File: src/rtl/axi3_block_writer.sv
module axi3_block_writer #(
  parameter int DATA_W = 128,
  parameter int ADDR_W = 32,
  parameter int LEN_W = 32,
  parameter int BLK_W = 3,
  parameter int ID_W = 4,
  parameter int USER_W = 5,
  parameter logic [ID_W-1:0] WR_ID = '0,
  parameter logic [3:0] PLAIN_CACHE = 4'b0000,
  parameter int WIN_LG = 30,
  parameter logic [1:0] WIN_TAG = 2'b10
) (
  input  logic                clk,
  input  logic                rst_n,
  input  logic                start,
  input  logic [ADDR_W-1:0]   start_addr,
  input  logic [LEN_W-1:0]    length_bytes,
  input  logic [3:0]          coh_cache,
  input  logic [USER_W-1:0]   coh_user,
  output logic                busy,
  output logic                done,
  output logic                err,
  output logic                buf_rd_en,
  output logic [BLK_W+3:0]    buf_rd_addr,
  input  logic [DATA_W-1:0]   buf_rd_data,
  output logic [ID_W-1:0]     awid,
  output logic [ADDR_W-1:0]   awaddr,
  output logic [3:0]          awlen,
  output logic [2:0]          awsize,
  output logic [1:0]          awburst,
  output logic [3:0]          awcache,
  output logic [USER_W-1:0]   awuser,
  output logic                awvalid,
  input  logic                awready,
  output logic [ID_W-1:0]     wid,
  output logic [DATA_W-1:0]   wdata,
  output logic [DATA_W/8-1:0] wstrb,
  output logic                wlast,
  output logic                wvalid,
  input  logic                wready,
  input  logic [1:0]          bresp,
  input  logic                bvalid,
  output logic                bready
);

  localparam int BEAT_BYTES  = DATA_W / 8;
  localparam int SIZE_CODE   = $clog2(BEAT_BYTES);
  localparam int BURST_BYTES = BEAT_BYTES * 16;
  localparam int BB_LG       = $clog2(BURST_BYTES);
  localparam int CNT_W       = LEN_W - BB_LG;
  localparam logic [ADDR_W-1:0] STEP = ADDR_W'(BURST_BYTES);

  generate
    if (DATA_W != 128 && DATA_W != 256) begin : g_bad_width
      $error("DATA_W must be 128 or 256");
    end
  endgenerate

  typedef enum logic [2:0] {S_IDLE, S_ADDR, S_LOAD, S_DATA, S_RESP} state_t;

  state_t            st;
  logic [ADDR_W-1:0] addr_q;
  logic [CNT_W-1:0]  left_q;
  logic [BLK_W-1:0]  blk_q;
  logic [3:0]        beat_q;
  logic [3:0]        cache_q;
  logic [USER_W-1:0] user_q;
  logic              done_q, err_q;

  wire [CNT_W-1:0] nburst = CNT_W'(length_bytes >> BB_LG);
  wire aw_hs  = awvalid && awready;
  wire w_hs   = wvalid && wready;
  wire b_hs   = bvalid && bready;
  wire last_b = (beat_q == 4'd15);
  wire in_win = (addr_q[WIN_LG +: 2] == WIN_TAG);

  assign busy    = (st != S_IDLE);
  assign done    = done_q;
  assign err     = err_q;
  assign awid    = WR_ID;
  assign wid     = WR_ID;
  assign awaddr  = addr_q;
  assign awlen   = 4'd15;
  assign awsize  = 3'(SIZE_CODE);
  assign awburst = 2'b01;
  assign awcache = in_win ? cache_q : PLAIN_CACHE;
  assign awuser  = in_win ? user_q : '0;
  assign awvalid = (st == S_ADDR);
  assign wvalid  = (st == S_DATA);
  assign wlast   = wvalid && last_b;
  assign wdata   = buf_rd_data;
  assign wstrb   = '1;
  assign bready  = (st == S_RESP);

  assign buf_rd_en   = (st == S_LOAD) || (w_hs && !last_b);
  assign buf_rd_addr = {blk_q, (st == S_LOAD) ? 4'd0 : beat_q + 4'd1};

  always_ff @(posedge clk) begin
    if (!rst_n) begin
      st      <= S_IDLE;
      addr_q  <= '0;
      left_q  <= '0;
      blk_q   <= '0;
      beat_q  <= '0;
      cache_q <= '0;
      user_q  <= '0;
      done_q  <= 1'b0;
      err_q   <= 1'b0;
    end else begin
      done_q <= 1'b0;
      case (st)
        S_IDLE: if (start) begin
          err_q   <= 1'b0;
          addr_q  <= start_addr & ~(STEP - 1'b1);
          left_q  <= nburst;
          blk_q   <= '0;
          cache_q <= coh_cache;
          user_q  <= coh_user;
          if (nburst == '0) done_q <= 1'b1;
          else              st     <= S_ADDR;
        end
        S_ADDR: if (awready) begin
          st     <= S_LOAD;
          beat_q <= '0;
        end
        S_LOAD: st <= S_DATA;
        S_DATA: if (wready) begin
          if (last_b) st <= S_RESP;
          else        beat_q <= beat_q + 4'd1;
        end
        S_RESP: if (bvalid) begin
          if (bresp != 2'b00) err_q <= 1'b1;
          left_q <= left_q - 1'b1;
          if (left_q == CNT_W'(1)) begin
            st     <= S_IDLE;
            done_q <= 1'b1;
          end else begin
            st     <= S_ADDR;
            addr_q <= addr_q + STEP;
            blk_q  <= blk_q + 1'b1;
          end
        end
        default: st <= S_IDLE;
      endcase
    end
  end

  logic [3:0] chk_beats;
  logic       chk_open;
  always_ff @(posedge clk) begin
    if (!rst_n) begin
      chk_beats <= '0;
      chk_open  <= 1'b0;
    end else begin
      if (aw_hs)     chk_beats <= '0;
      else if (w_hs) chk_beats <= chk_beats + 4'd1;
      if (aw_hs)     chk_open <= 1'b1;
      else if (b_hs) chk_open <= 1'b0;
    end
  end

  assert_aw_hold_R6: assert property (@(posedge clk) disable iff (!rst_n)
    awvalid && !awready |=> awvalid && $stable(awaddr));
  assert_w_hold_R6: assert property (@(posedge clk) disable iff (!rst_n)
    wvalid && !wready |=> wvalid && $stable(wdata));
  assert_last_beat_R2: assert property (@(posedge clk) disable iff (!rst_n)
    w_hs |-> (wlast == (chk_beats == 4'd15)));
  assert_one_open_R4: assert property (@(posedge clk) disable iff (!rst_n)
    awvalid |-> !chk_open);
  assert_no_4k_cross_R3: assert property (@(posedge clk) disable iff (!rst_n)
    awvalid |-> ({1'b0, awaddr[11:0]} + 13'(BURST_BYTES)) <= 13'd4096);
  assert_idle_quiet_R5: assert property (@(posedge clk) disable iff (!rst_n)
    !busy |-> !buf_rd_en && !awvalid && !wvalid);

endmodule

File: config.mk
export PLATFORM = sky130hd
export DESIGN_NAME = axi3_block_writer
export DESIGN_NICKNAME = d
export VERILOG_FILES = /design/src/rtl/axi3_block_writer.sv
export SDC_FILE = /design/constraint.sdc
export NUM_CORES = 1
export LEC_CHECK = 0
export BUFFER_PORTS_ARGS = -buffer_cell sky130_fd_sc_hd__buf_2
export CORE_AREA = 2 2 166 168
export CTS_CLUSTER_SIZE = 20
export DETAILED_ROUTE_END_ITERATION = 10
export DIE_AREA = 0 0 168 170
export HOLD_SLACK_MARGIN = 0.06
export PLACE_DENSITY = 0.47
export SETUP_SLACK_MARGIN = 0.5
export SYNTH_ARGS = -nofsm -noshare
export SYNTH_HDL_FRONTEND = slang
export SYNTH_SLANG_ARGS = --single-unit
File: constraint.sdc
create_clock -name clk -period 2.5 [get_ports clk]
set_input_delay 0.125 -clock clk [delete_from_list [all_inputs] [get_ports clk]]
set_output_delay 0.125 -clock clk [all_outputs]
set_load 0.02 [all_outputs]
# --- Yosys cells after proc, flatten, opt, wreduce, memory -nomap -nowiden ---
# Index checks and enable logic that the tools add are counted.
# Widths: inputs -> output; s select.
classes:
  addsub: 4
  eq_ne: 16
  reduce_logical: 17
  n_mux: 35
op_table:
  columns: ["cell", "count"]
  rows:
  - ["$mux 32", 3]
  - ["$pmux 32 s2", 1]
  - ["$mux 24", 2]
  - ["$pmux 24 s2", 1]
  - ["$add 32x9->32 const B", 1]
  - ["$mux 3", 9]
  - ["$eq 24x1->1 const B", 1]
  - ["$logic_not 24->1", 1]
  - ["$sub 24x1->24 const B", 1]
  - ["$mux 4", 5]
  - ["$pmux 3 s5", 1]
  - ["$reduce_and 4->1", 3]
  - ["$ne 2x2->1 const B", 5]
  - ["$mux 1", 8]
  - ["$ne 2x1->1 const B", 4]
  - ["$pmux 4 s2", 1]
  - ["$eq 3x2->1 const B", 2]
  - ["$pmux 3 s2", 1]
  - ["$reduce_and 6->1", 1]
  - ["$reduce_bool 2->1", 3]
  - ["$mux 5", 1]
  - ["$add 4x1->4 const B", 1]
  - ["$eq 4x4->1 const B", 1]
  - ["$pmux 1 s2", 2]
  - ["other kinds (11)", 13]
totals:
  word_cells: 81
  in_bits: 209
  ff_bits: 77
  output_inout_bits: 217

# --- Logic depth before layout (Yosys ltp) ---
# Gate-level depths: netlist (run 1).
logic_depth:
  ltp_word: 4
  depth_mapped: 8
  mapped_depth_nobuf: 7

# --- Least setup slack after synthesis (run 1) ---
# Ideal clock, no wire load.
synth_timing:
  path_type: "register to register"
  from: "register left_q[6]"
  to: "register left_q[23]"
  setup_time_ns: 0.120
  period_less_slack_ns: 1.974
  slack_ns: 0.526
  path_stages_with_launch: 6
  t_required_ns: 2.380
  arrival_time_ns: 1.854
  n_path_buf: 0
  path_cell_list: "dfxtp_1 -> nor4_4 -> nand3_4 -> or4_4 -> and3_4 -> o31a_1"
synth_via:
  elab_chain_cells: 3
synth_rtl:
  columns: ["element", "line_no", "rtl"]
  rows:
  - ["start, declared", "63", "logic [CNT_W-1:0] left_q;"]
  - ["start signal, assigned", "115", "left_q <= nburst;"]
  - ["start signal, assigned", "133", "left_q <= left_q - 1'b1;"]
  - ["$sub 24x1->24", "133", null]
  - ["$mux 24", "131", "S_RESP: if (bvalid) begin"]
  - ["$pmux 24 s2", "111", "case (st)"]
# No other way between the ends. The select of a mux whose other input is x is not followed.
# A chain may end at the register's enable or synchronous reset.

# --- Worst setup path in the final report (run 1) ---
layout_timing:
  from: "register left_q[19]"
  to: "register addr_q[21], in the netlist awaddr[21]"
layout_via:
  elab_chain_cells: 3
layout_rtl:
  columns: ["element", "line_no", "rtl"]
  rows:
  - ["$eq 24x1->1", "134", "if (left_q == CNT_W'(1)) begin"]
  - ["$ne 2x2->1 (no source line)", null, null]
  - ["$reduce_and 4->1 (no source line)", null, null]
  - ["end signal, assigned", "114", "addr_q <= start_addr & ~(STEP - 1'b1);"]
  - ["end signal, assigned", "139", "addr_q <= addr_q + STEP;"]
  - ["end, declared", "62", "logic [ADDR_W-1:0] addr_q;"]
# No other way between the ends.

==> results of run 1 <==
## report_power, final
part | switching [mW] | internal [mW] | total, mW
Combinational | 0.780 | 0.550 | 1.33
Sequential | 0.191 | 1.24 | 1.43
Clock | 0.511 | 0.798 | 1.31
Total | 1.48 | 2.58 | 4.07
## worst max-delay path by stage
stage / end / cells past startpoint
4_1_cts: bready / 4
3_5_place_dp: awaddr[10] / 7
5_1_grt: awaddr[19] / 8
3_3_place_gp: awaddr[10] / 7
2_1_floorplan: left_q[23] / 5
6_report: awaddr[21] / 8
## metrics by stage
stage	total power [mW]	setup slack, ns	hold slack, ns	cell area [um^2]
after floorplan	2.50	0.526	0.261	5570
after global placement	2.56	0.274	0.250	5310
after detailed placement	2.56	0.263	0.250	5310
after CTS	3.95	0.518	0.0621	5770
after global routing	4.30	0.465	0.124	6020
final	4.07	0.548	0.0782	6020
## cell usage in the layout (no fill, tap or decap), types with 6 or more instances in the layout
cell,n
o31ai_1,6
clkbuf_16,11
a31oi_1,6
buf_2,112
nand2_1,68
a21oi_1,55
o21ai_0,34
dfxtp_2,6
a211oi_1,10
nand4_1,12
conb_1,41
nand3_1,20
dfxtp_1,59
nor3_1,17
nor2_1,66
a21o_1,8
nor4_1,10
buf_4,24
and2_1,13
dlygate4sd3_1,11
o221a_2,6
## routing by layer
| metal | part of all wire (%) | global-route usage [%] | wire (um) |
|---|---|---|---|
| met5 | 0 | 0 | 0 |
| met4 | 2.8 | 5.18 | 503 |
| met3 | 6.3 | 2.86 | 1130 |
| met2 | 47 | 18.8 | 8460 |
| met1 | 44 | 14.4 | 7800 |
## worst max-delay path: stages, from the launching register on
cell and delay [ns]:
dfxtp_4 0.35, nor4_4 0.31, buf_4 0.18, nand4b_1 0.22, o21ai_4 0.25, buf_6 0.12
buf_12 0.12, nor2_1 0.05, o221a_2 0.23
## flip-flops by register name, summed over array words and instances, names as in the netlist
name     flops
done         1
cache_q      4
blk_q        3
awaddr      24
err          1
st           3
user_q       5
left_q      24
beat_q       4
## repair_timing
item / 4_1_cts / 5_1_grt
hold endpoints to repair: 11 / 0
gates resized for setup: 8 / 29
hold buffers: 11 / 0
cloned: 0 / 5
setup endpoints to repair: 40 / 33
pin swaps: 4 / 9
setup buffers: 4 / 8
## logic make-up after synthesis
group           after synthesis  share of synthesized area, %
fa+ha+maj                     5                          1.15
buf+inv                     214                          26.7
other cells                   2                         0.138
compound gates              181                          22.2
mux                           1                         0.185
xor+xnor                      4                         0.646
simple gates                250                          23.5
flops                        69                          25.5
## cell type report
cell class	instances	area, um^2	area share [%]
multi-input cells	483	2850	47.3
flip-flops and latches	69	1400	23.3
repair buffers	157	1020	16.9
well taps	341	427	7.09
clock buffers	12	246	4.10
clock inverters	4	47.5	0.790
inverters	7	28.8	0.478
==> results.md, run 1 <==
* DR vias at 4991
* Yosys top cell by area: dfxtp_1
* Setup TNS at 0 ns
* TritonCTS buffer count at 9
* Clk slew on worst S/H paths at roughly 0.060 ns
* Die area at 28600 um^2
* Setup Crit Path Kind: reg2reg
* Total grt overflow at 0
* Final Hold Viols at 0
* Worst-case vdd ir drop at 0.300 mV
* Clock root buffer master: clkbuf_16
* Max-slew headroom at 54.6%
* Hold Path Origin: length_bytes[21]
* Die Y at about 170 um
* Final wirelength at 17900 um
* Post-synthesis sequential area ratio at 25.5%
* Most frequent cell after synthesis: buf_4
* Detailed Routing Iterations Pass 1 at 6
* R2R Setup Slk at 0.55 ns
* CP endpoint kind: flop
* HPWL reported at the end of detailed placement at 12200 um
* Fmax at 0.512 GHz
* I/O Buffers at around 110
* RR Endpoint: awaddr[21]
* Syn_area_per_cell at 7.47 um^2
* Number of global-route vias before repair at 4523
* Post-synth top area share at 25.5%
* Pwr/cell area at 676 nW/um^2
* Core Util, Final at 22.6%
* Synth top area cells: dfxtp_1 25%, buf_4 23%, a21oi_1 5.2%
* Final setup viols at 0
* Number of fill cells at just under 3000
* Pin count of the biggest net entering global routing at 45
* Cell variety after synth at 63
* Final worst path period need at 1.95 ns
* LEAKAGE at 2.48 nW
* Routed Antenna Nets at 0
* I/O Pins at 426
* Max clock buf depth at 2
* Mapped Cells at 726
* Number of H-tree levels at 3
* Antenna Cells at 0
* Vias per Instance at 4.65
* RePlAce Congestion at 0.744
* Synthesized cell area at 5430 um^2
* Post-synth top flop: dfxtp_1
* Area growth syn-to-layout at 10.9%
* Status: completed
* Initial antenna violation count at 0
* CTS Sinks at 69
* Placed insts at 1029
* GRT Total Usage at 11.6%
* Worst Setup SP: left_q[19]
* R2r worst-path depth at 8
* Synth async-reset ratio at 0%
* Max FO, Critical Path at 9
* Number of flops mapped to enable cells by yosys at 0
* Yosys Warn Count at 0
* CTS tree: done
* Hold EP: left_q[13]
* Wirelength per Cell at between 15 and 20 um
* Critical Path AT at roughly 2.2 ns
* Fin. max-slew vios at 0
* Yosys reg bits at 69
* RSZ-0062 raised after global routing: yes
* Layout cells sized above 1 at roughly 28%
* Most frequent cells after synthesis: 169 x buf_4, 70 x nand2_1, 69 x dfxtp_1
* Rows at 60
* Hold WC Path Type: in2reg
* Non-filler cells, final at 1073
* Core Region at about 27000 um^2
* Later-pin clock latency in the skew report at 0.34 ns
* Worst EP required at about 2.7 ns
* Crit share post-route at 78.1%
* Skew final at 0.00712 ns
* Starting Density at 20.4%
* Worst-margin pin slew at 0.680 ns
* MaxCap Viol Count at 0
* Drt initial violations at 323
* Die Wd at ~170 um
* Startpoint types: flop
* Hold depth at 3
* Residual DRC at 0
* Final net count at 941
* First-pass GRT wire length at about 26000 um
* Reg2reg start: left_q[19]
Note: power is estimated with default switching activity, not from simulation.
==> run 2: changes to the inputs <==
--- a/config.mk
+++ b/config.mk
@@ -5,13 +5,14 @@
 export SDC_FILE = /design/constraint.sdc
 export NUM_CORES = 1
 export LEC_CHECK = 0
+export ABC_AREA = 1
 export BUFFER_PORTS_ARGS = -buffer_cell sky130_fd_sc_hd__buf_2
-export CORE_AREA = 2 2 166 168
+export CORE_AREA = 2 2 167 169
 export CTS_CLUSTER_SIZE = 20
 export DETAILED_ROUTE_END_ITERATION = 10
-export DIE_AREA = 0 0 168 170
+export DIE_AREA = 0 0 169 171
 export HOLD_SLACK_MARGIN = 0.06
-export PLACE_DENSITY = 0.47
+export PLACE_DENSITY = 0.48
 export SETUP_SLACK_MARGIN = 0.5
 export SYNTH_ARGS = -nofsm -noshare
 export SYNTH_HDL_FRONTEND = slang
==> constraint.sdc (replaced) <==
create_clock -name clk -period 1.85 [get_ports clk]
set_input_delay 0.0925 -clock clk [delete_from_list [all_inputs] [get_ports clk]]
set_output_delay 0.0925 -clock clk [all_outputs]
set_load 0.02 [all_outputs]
==> results.md, run 2 <==
* MaxCap Viol Count at 0
* Final wirelength at 20600 um
* Final worst path period need at 1.64 ns
* Crit. path cell count at 10
* CP max stage delay at 0.36 ns
* CP endpoint kind: flop
* CTS Sinks at 69
* Status: completed
* Max-slew headroom at 61.4%
* Largest delay contributor family on the critical path: simple AND/OR/NAND/NOR gates
* Area growth syn-to-layout at 34.6%
* Routed Antenna Nets at 0
* Yosys reg bits at approximately 70
* WL met1 at 9040 um
* First-pass GRT wire length at 30100 um
* Initial antenna violation count at 1
* Setup Crit Path Kind: reg2reg
* Top Metal Used: met4
* Pin count of the biggest net entering global routing at 36
* Max clock buf depth at 2
* CP max stage cell: dfxtp_4
* Worst EP required at 2.09 ns
* Non-filler cells, final at 1373
* Number of flops mapped to enable cells by yosys at 0
* Number of global-route vias before repair at 5489
* Syn_area_per_cell at roughly 6.2 um^2
* Total grt overflow at 0
* Later-pin clock latency in the skew report at 0.35 ns
* I/O Pins at 426
* RR Endpoint: left_q[10]
* Rows at between 60 and 70
* Crit share post-route at 88.5%
* Starting Density at 21.4%
* GRT Total Usage at around 13%
* Post-synth top flop: dfxtp_1
* Mapped Cells at 951
* Commonest cells after routing, fill and taps aside: 189 x nand2_1, 125 x nor2_1, 102 x buf_2
* Worst Path Buf+Inv at 3
* Fin. max-slew vios at 0
* Worst-case vdd ir drop at 0.674 mV
* Die area at 28900 um^2
* R2r worst-path depth at 10
* Core Util, Final at 28.8%
* Fmax at 0.611 GHz
* Met2 routed WL at 9420 um
* Skew final at 0.0141 ns
* Critical Path End: left_q[10]
* Residual DRC at 0
* Synth top area cells: dfxtp_1 24%, buf_4 22%, nand2_1 13%
* Wirelength per Cell at roughly 15 um
* DR vias at between 5000 and 6000
* RSZ-0062 raised after global routing: yes
* Pwr/cell area at 1360 nW/um^2
* Critical path, cell by cell: nor2_4 > inv_2 > nor2_4 > nand2_4 > nand2_8 > buf_12 > buf_16 > nand2_1 > o21ai_0 > a21oi_1
* Worst Setup SP: st[1]
* Core Region at ~27000 um^2
* Clock root buffer master: clkbuf_16
* Most frequent cell after synthesis: nand2_1
* Yosys top cell by area: dfxtp_1
* Detailed Routing Iterations Pass 1 at 5
* Hold WC Path Type: in2reg
* Worst-margin pin slew at 0.580 ns
* Most frequent cells after synthesis: 203 x nand2_1, 171 x buf_4, 154 x nor2_1
* Critical Path AT at 1.88 ns
* Reg2reg start: st[1]
* Vias per Instance at approximately 4.4
* TritonCTS buffer count at 9
* Synthesized cell area at 5850 um^2
* LEAKAGE at 3.45 nW
* Setup TNS at 0 ns
* Most common cell after layout, fill and taps aside: nand2_1
* Die Wd at 169 um
* Startpoint types: flop
* Met3 layer wire length in the routed design at 1260 um
* Cell variety after synth at 36
* RePlAce Congestion at 0.817
* Post-synthesis sequential area ratio at 23.6%
* Placed insts at 1276
* CP dominant cell by count: nor2_4
* HPWL reported at the end of detailed placement at 13800 um
* Die Y at 171 um
* I/O Buffers at 112
* R2R Setup Slk at roughly 0.21 ns
* Drt initial violations at 317
* Synth async-reset ratio at 0%
* Final Hold Viols at 0
* Layout cells sized above 1 at 35.5%
* Clk slew on worst S/H paths at 0.07 ns
* Number of H-tree levels at 3
* Post-synth top area share at approximately a quarter
* Yosys Warn Count at 0
* CTS tree: done
* Max FO, Critical Path at 6
* Final setup viols at 0
* Final net count at 1235
==> run 2: final cells by class <==
| class | instances | area, um^2 |
|---|---|---|
| multi-input combinational | 639 | 3450 |
| clock buffer | 10 | 239 |
| sequential | 69 | 1430 |
| antenna | 1 | 2.50 |
| timing repair buffer | 216 | 1880 |
| tap | 346 | 433 |
| inverter | 86 | 360 |
| clock inverter | 6 | 71.3 |
| fill | 2964 | 19400 |
==> run 2: logic make-up after synthesis <==
kind of cell / share of synthesized area [%]
xor gates and xnor gates: 1.35
DFF: 23.6
and+or+nand+nor: 31.8
other: 0.128
AOI/OAI and AO/OA: 12.4
buffers and inverters: 29.6
adders and majority gates: 1.07
==> run 2: worst min path at each step <==
| stage | endpoint | start | cells after the start | slack, ns |
|---|---|---|---|---|
| final | user_q[0] | coh_user[0] | 3 | 0.05 |
| after global routing | left_q[16] | length_bytes[24] | 3 | 0.08 |
| after CTS | left_q[16] | length_bytes[24] | 3 | 0.06 |
| after detailed placement | wdata[100] | buf_rd_data[100] | 0 | 0.19 |
| after global placement | wdata[100] | buf_rd_data[100] | 0 | 0.19 |
| after floorplan | left_q[1] | length_bytes[9] | 2 | 0.24 |
==> run 2: where the power goes <==
part           internal [mW]  leakage (nW)  switching [mW]
Clock                   1.09         0.145           0.777
Combinational           2.81          2.72            3.53
Sequential              1.98         0.578           0.543
==> run 2: metal layers <==
layer  vias to the layer above  GRT usage, %
met5                         -             0
met4                         0          7.62
met3                        78          2.68
met2                       166          21.4
met1                      2780          16.8
li1                       2957             -
==> run 2: what timing repair did <==
item | in CTS | in global routing
setup buffers | 27 | 22
pin swaps | 22 | 36
hold endpoints to repair | 19 | 0
resized for setup | 117 | 141
gates cloned | 8 | 3
endpoints found under the setup margin | 78 | 88
hold buffers | 20 | 0
==> run 2: metrics by stage <==
step / cell area [um^2] / hold WS [ns] / setup WS [ns] / power, mW
floorplan: 6070 / 0.236 / 0.412 / 5.67
global placement: 5860 / 0.185 / 0.145 / 6.44
detailed placement: 5860 / 0.185 / 0.147 / 6.48
CTS: 7210 / 0.0619 / 0.260 / 9.93
global route: 7870 / 0.0755 / 0.0549 / 11.5
finish: 7870 / 0.0519 / 0.213 / 10.7
==> run 2: worst reg2reg max path, cell delays in order, from the launching register on <==
cell and delay, ns:
dfxtp_4 0.36, nor2_4 0.15, inv_2 0.07, nor2_4 0.15, nand2_4 0.10, nand2_8 0.15, buf_12 0.12, buf_16 0.12
nand2_1 0.07, o21ai_0 0.18, a21oi_1 0.07
==> run 3: changes to the inputs <==
--- a/config.mk
+++ b/config.mk
@@ -13,6 +13,7 @@
 export DIE_AREA = 0 0 169 171
 export HOLD_SLACK_MARGIN = 0.06
 export PLACE_DENSITY = 0.48
+export REMOVE_ABC_BUFFERS = 1
 export SETUP_SLACK_MARGIN = 0.5
 export SYNTH_ARGS = -nofsm -noshare
 export SYNTH_HDL_FRONTEND = slang
==> results.md, run 3 (same netlist as run 2, synthesis figures left out) <==
* R2r worst-path depth at 13
* Fin area at 8000 um^2
* Clock root buffer master: clkbuf_16
* Worst-case vdd ir drop at 0.512 mV
* Net Sw Frac at 46.4%
* DR vias at between 6000 and 7000
* Non-filler cells, final at 1382
* Die Y at 171 um
* Post-Place Cell Area at 5900 um^2
* Placed insts at 1288
* Antenna Cells at 0
* Worst EP required at 2.09 ns
* R2R Setup Slk at 0.26 ns
* Die area at 28900 um^2
* Pint at 5.59 mW
* Most common cell after layout, fill and taps aside: nand2_1
* Crit share post-route at 86.2%
* Skew final at 0.00945 ns
* Combinational power share at 60.3%
* Startpoint types: flop
* Initial antenna violation count at 0
* HPWL reported at the end of detailed placement at 38200 um
* Power, Total at roughly 10 mW
* Rows at 61
* RePlAce Congestion at ~1.0
* RR Endpoint: blk_q[2]
* Hold EP: left_q[4]
* LEAKAGE at 3.48 nW
* Drt initial violations at 541
* Fmax at roughly 0.63 GHz
* CP endpoint kind: flop
* TritonCTS buffer count at 9
* CTS tree: done
* RSZ-0062 raised after global routing: yes
* Commonest cells after routing, fill and taps aside: 182 x nand2_1, 108 x nor2_1, 102 x buf_2
* Pin count of the biggest net entering global routing at 33
* CTS Sinks at 69
* Vias per Instance at 4.68
* Core Region at approximately 27000 um^2
* Fin. max-slew vios at 0
* Residual DRC at 0
* Pre-CTS WS at 0.0416 ns
* Critical Path AT at 1.84 ns
* Clk slew on worst S/H paths at 0.06 ns
* Final wirelength at approximately 46000 um
* Status: completed
* Total grt overflow at 0
* Core Util, Final at 29.3%
* First-pass GRT wire length at between 50000 and 60000 um
* Max clock buf depth at 2
* GRT Total Usage at 30.7%
* Reg power frac at 24.0%
* Routed Antenna Nets at 0
* Detailed Routing Iterations Pass 1 at 5
* Final net count at 1245
* Hold Path Origin: length_bytes[12]
* I/O Buffers at about 110
* Area growth syn-to-layout at 36.7%
* Pwr/cell area at 1300 nW/um^2
* Final Hold Viols at 0
* Layout cells sized above 1 at a little under two fifths
* Hold WC Path Type: in2reg
* Later-pin clock latency in the skew report at 0.35 ns
* Wirelength per Cell at 33.1 um
* Final worst setup slack at 0.255 ns
* Final worst path period need at 1.59 ns
* Sw Pwr at 4.84 mW
* Die Wd at 169 um
* MaxCap Viol Count at 0
* Max FO, Critical Path at 6
* Power share of the clock group at between 15 and 20%
* Setup Crit Path Kind: reg2reg
* I/O Pins at 426
* Final setup viols at 0
* Number of H-tree levels at 3
* Hold depth at 3
* Starting Density at 21.4%
* Number of global-route vias before repair at 5804
* Reg2reg start: left_q[1]
run 3: timing repair:
action / 4_1_cts / 5_1_grt
hold endpoints to repair: 23 / 0
pin swaps: 26 / 49
resized for setup: 167 / 120
hold buffers: 24 / 0
setup endpoints to repair: 84 / 88
buffers inserted: 33 / 9
gates cloned: 10 / 2
run 3: power by group through the flow:
stage	Combinational [mW]	Clock [mW]	Sequential, mW
finish	6.29	1.64	2.50
global route	6.79	1.73	2.56
CTS	5.56	1.68	2.41
detailed placement	4.10	0	2.38
global placement	4.08	0	2.38
floorplan	2.44	0	2.53
run 3: through the flow:
stage | TNS (ns) | hold WS [ns]
final | 0 | 0.0734
after global routing | 0 | 0.101
after CTS | 0 | 0.0653
after detailed placement | 0 | 0.185
after global placement | 0 | 0.185
after floorplan | -22.37 | 0.185
run 3: layer usage:
layer	global-route usage [%]	wire length, um	vias up
li1	-	-	2964
met1	21.3	10800	2849
met2	50.2	21000	583
met3	34.1	11100	68
met4	14.5	2530	8
met5	6.78	280	-
run 3: layout make-up:
type                            instances  area [um^2]
Clock inverter                          5         27.5
Fill cell                            3060        19300
Clock buffer                           11          233
Tap cell                              346          433
Inverter                               86          358
Sequential cell                        69         1410
Multi-Input combinational cell        639         3520
Timing Repair Buffer                  226         2010
run 3: critical path: stages (launching register included):
cell,delay (ns)
dfxtp_2,0.33
inv_4,0.06
ha_4,0.11
inv_2,0.03
nor2_2,0.10
nand2_2,0.07
nor2_4,0.13
nand3_4,0.12
nand2_8,0.16
buf_6,0.12
buf_6,0.08
o21bai_1,0.05
nand2_1,0.06
nor2_1,0.04
run 3: how the worst max path moves through the flow:
stage | from | depth (start not counted) | slack (ns) | end
floorplan | st[2] | 9 | -0.74 | awaddr[24]
global placement | awaddr[9] | 8 | 0.02 | awaddr[20]
detailed placement | left_q[1] | 11 | 0.04 | blk_q[1]
CTS | left_q[1] | 13 | 0.23 | blk_q[2]
global route | left_q[1] | 13 | 0.19 | blk_q[2]
finish | left_q[1] | 13 | 0.26 | blk_q[2]
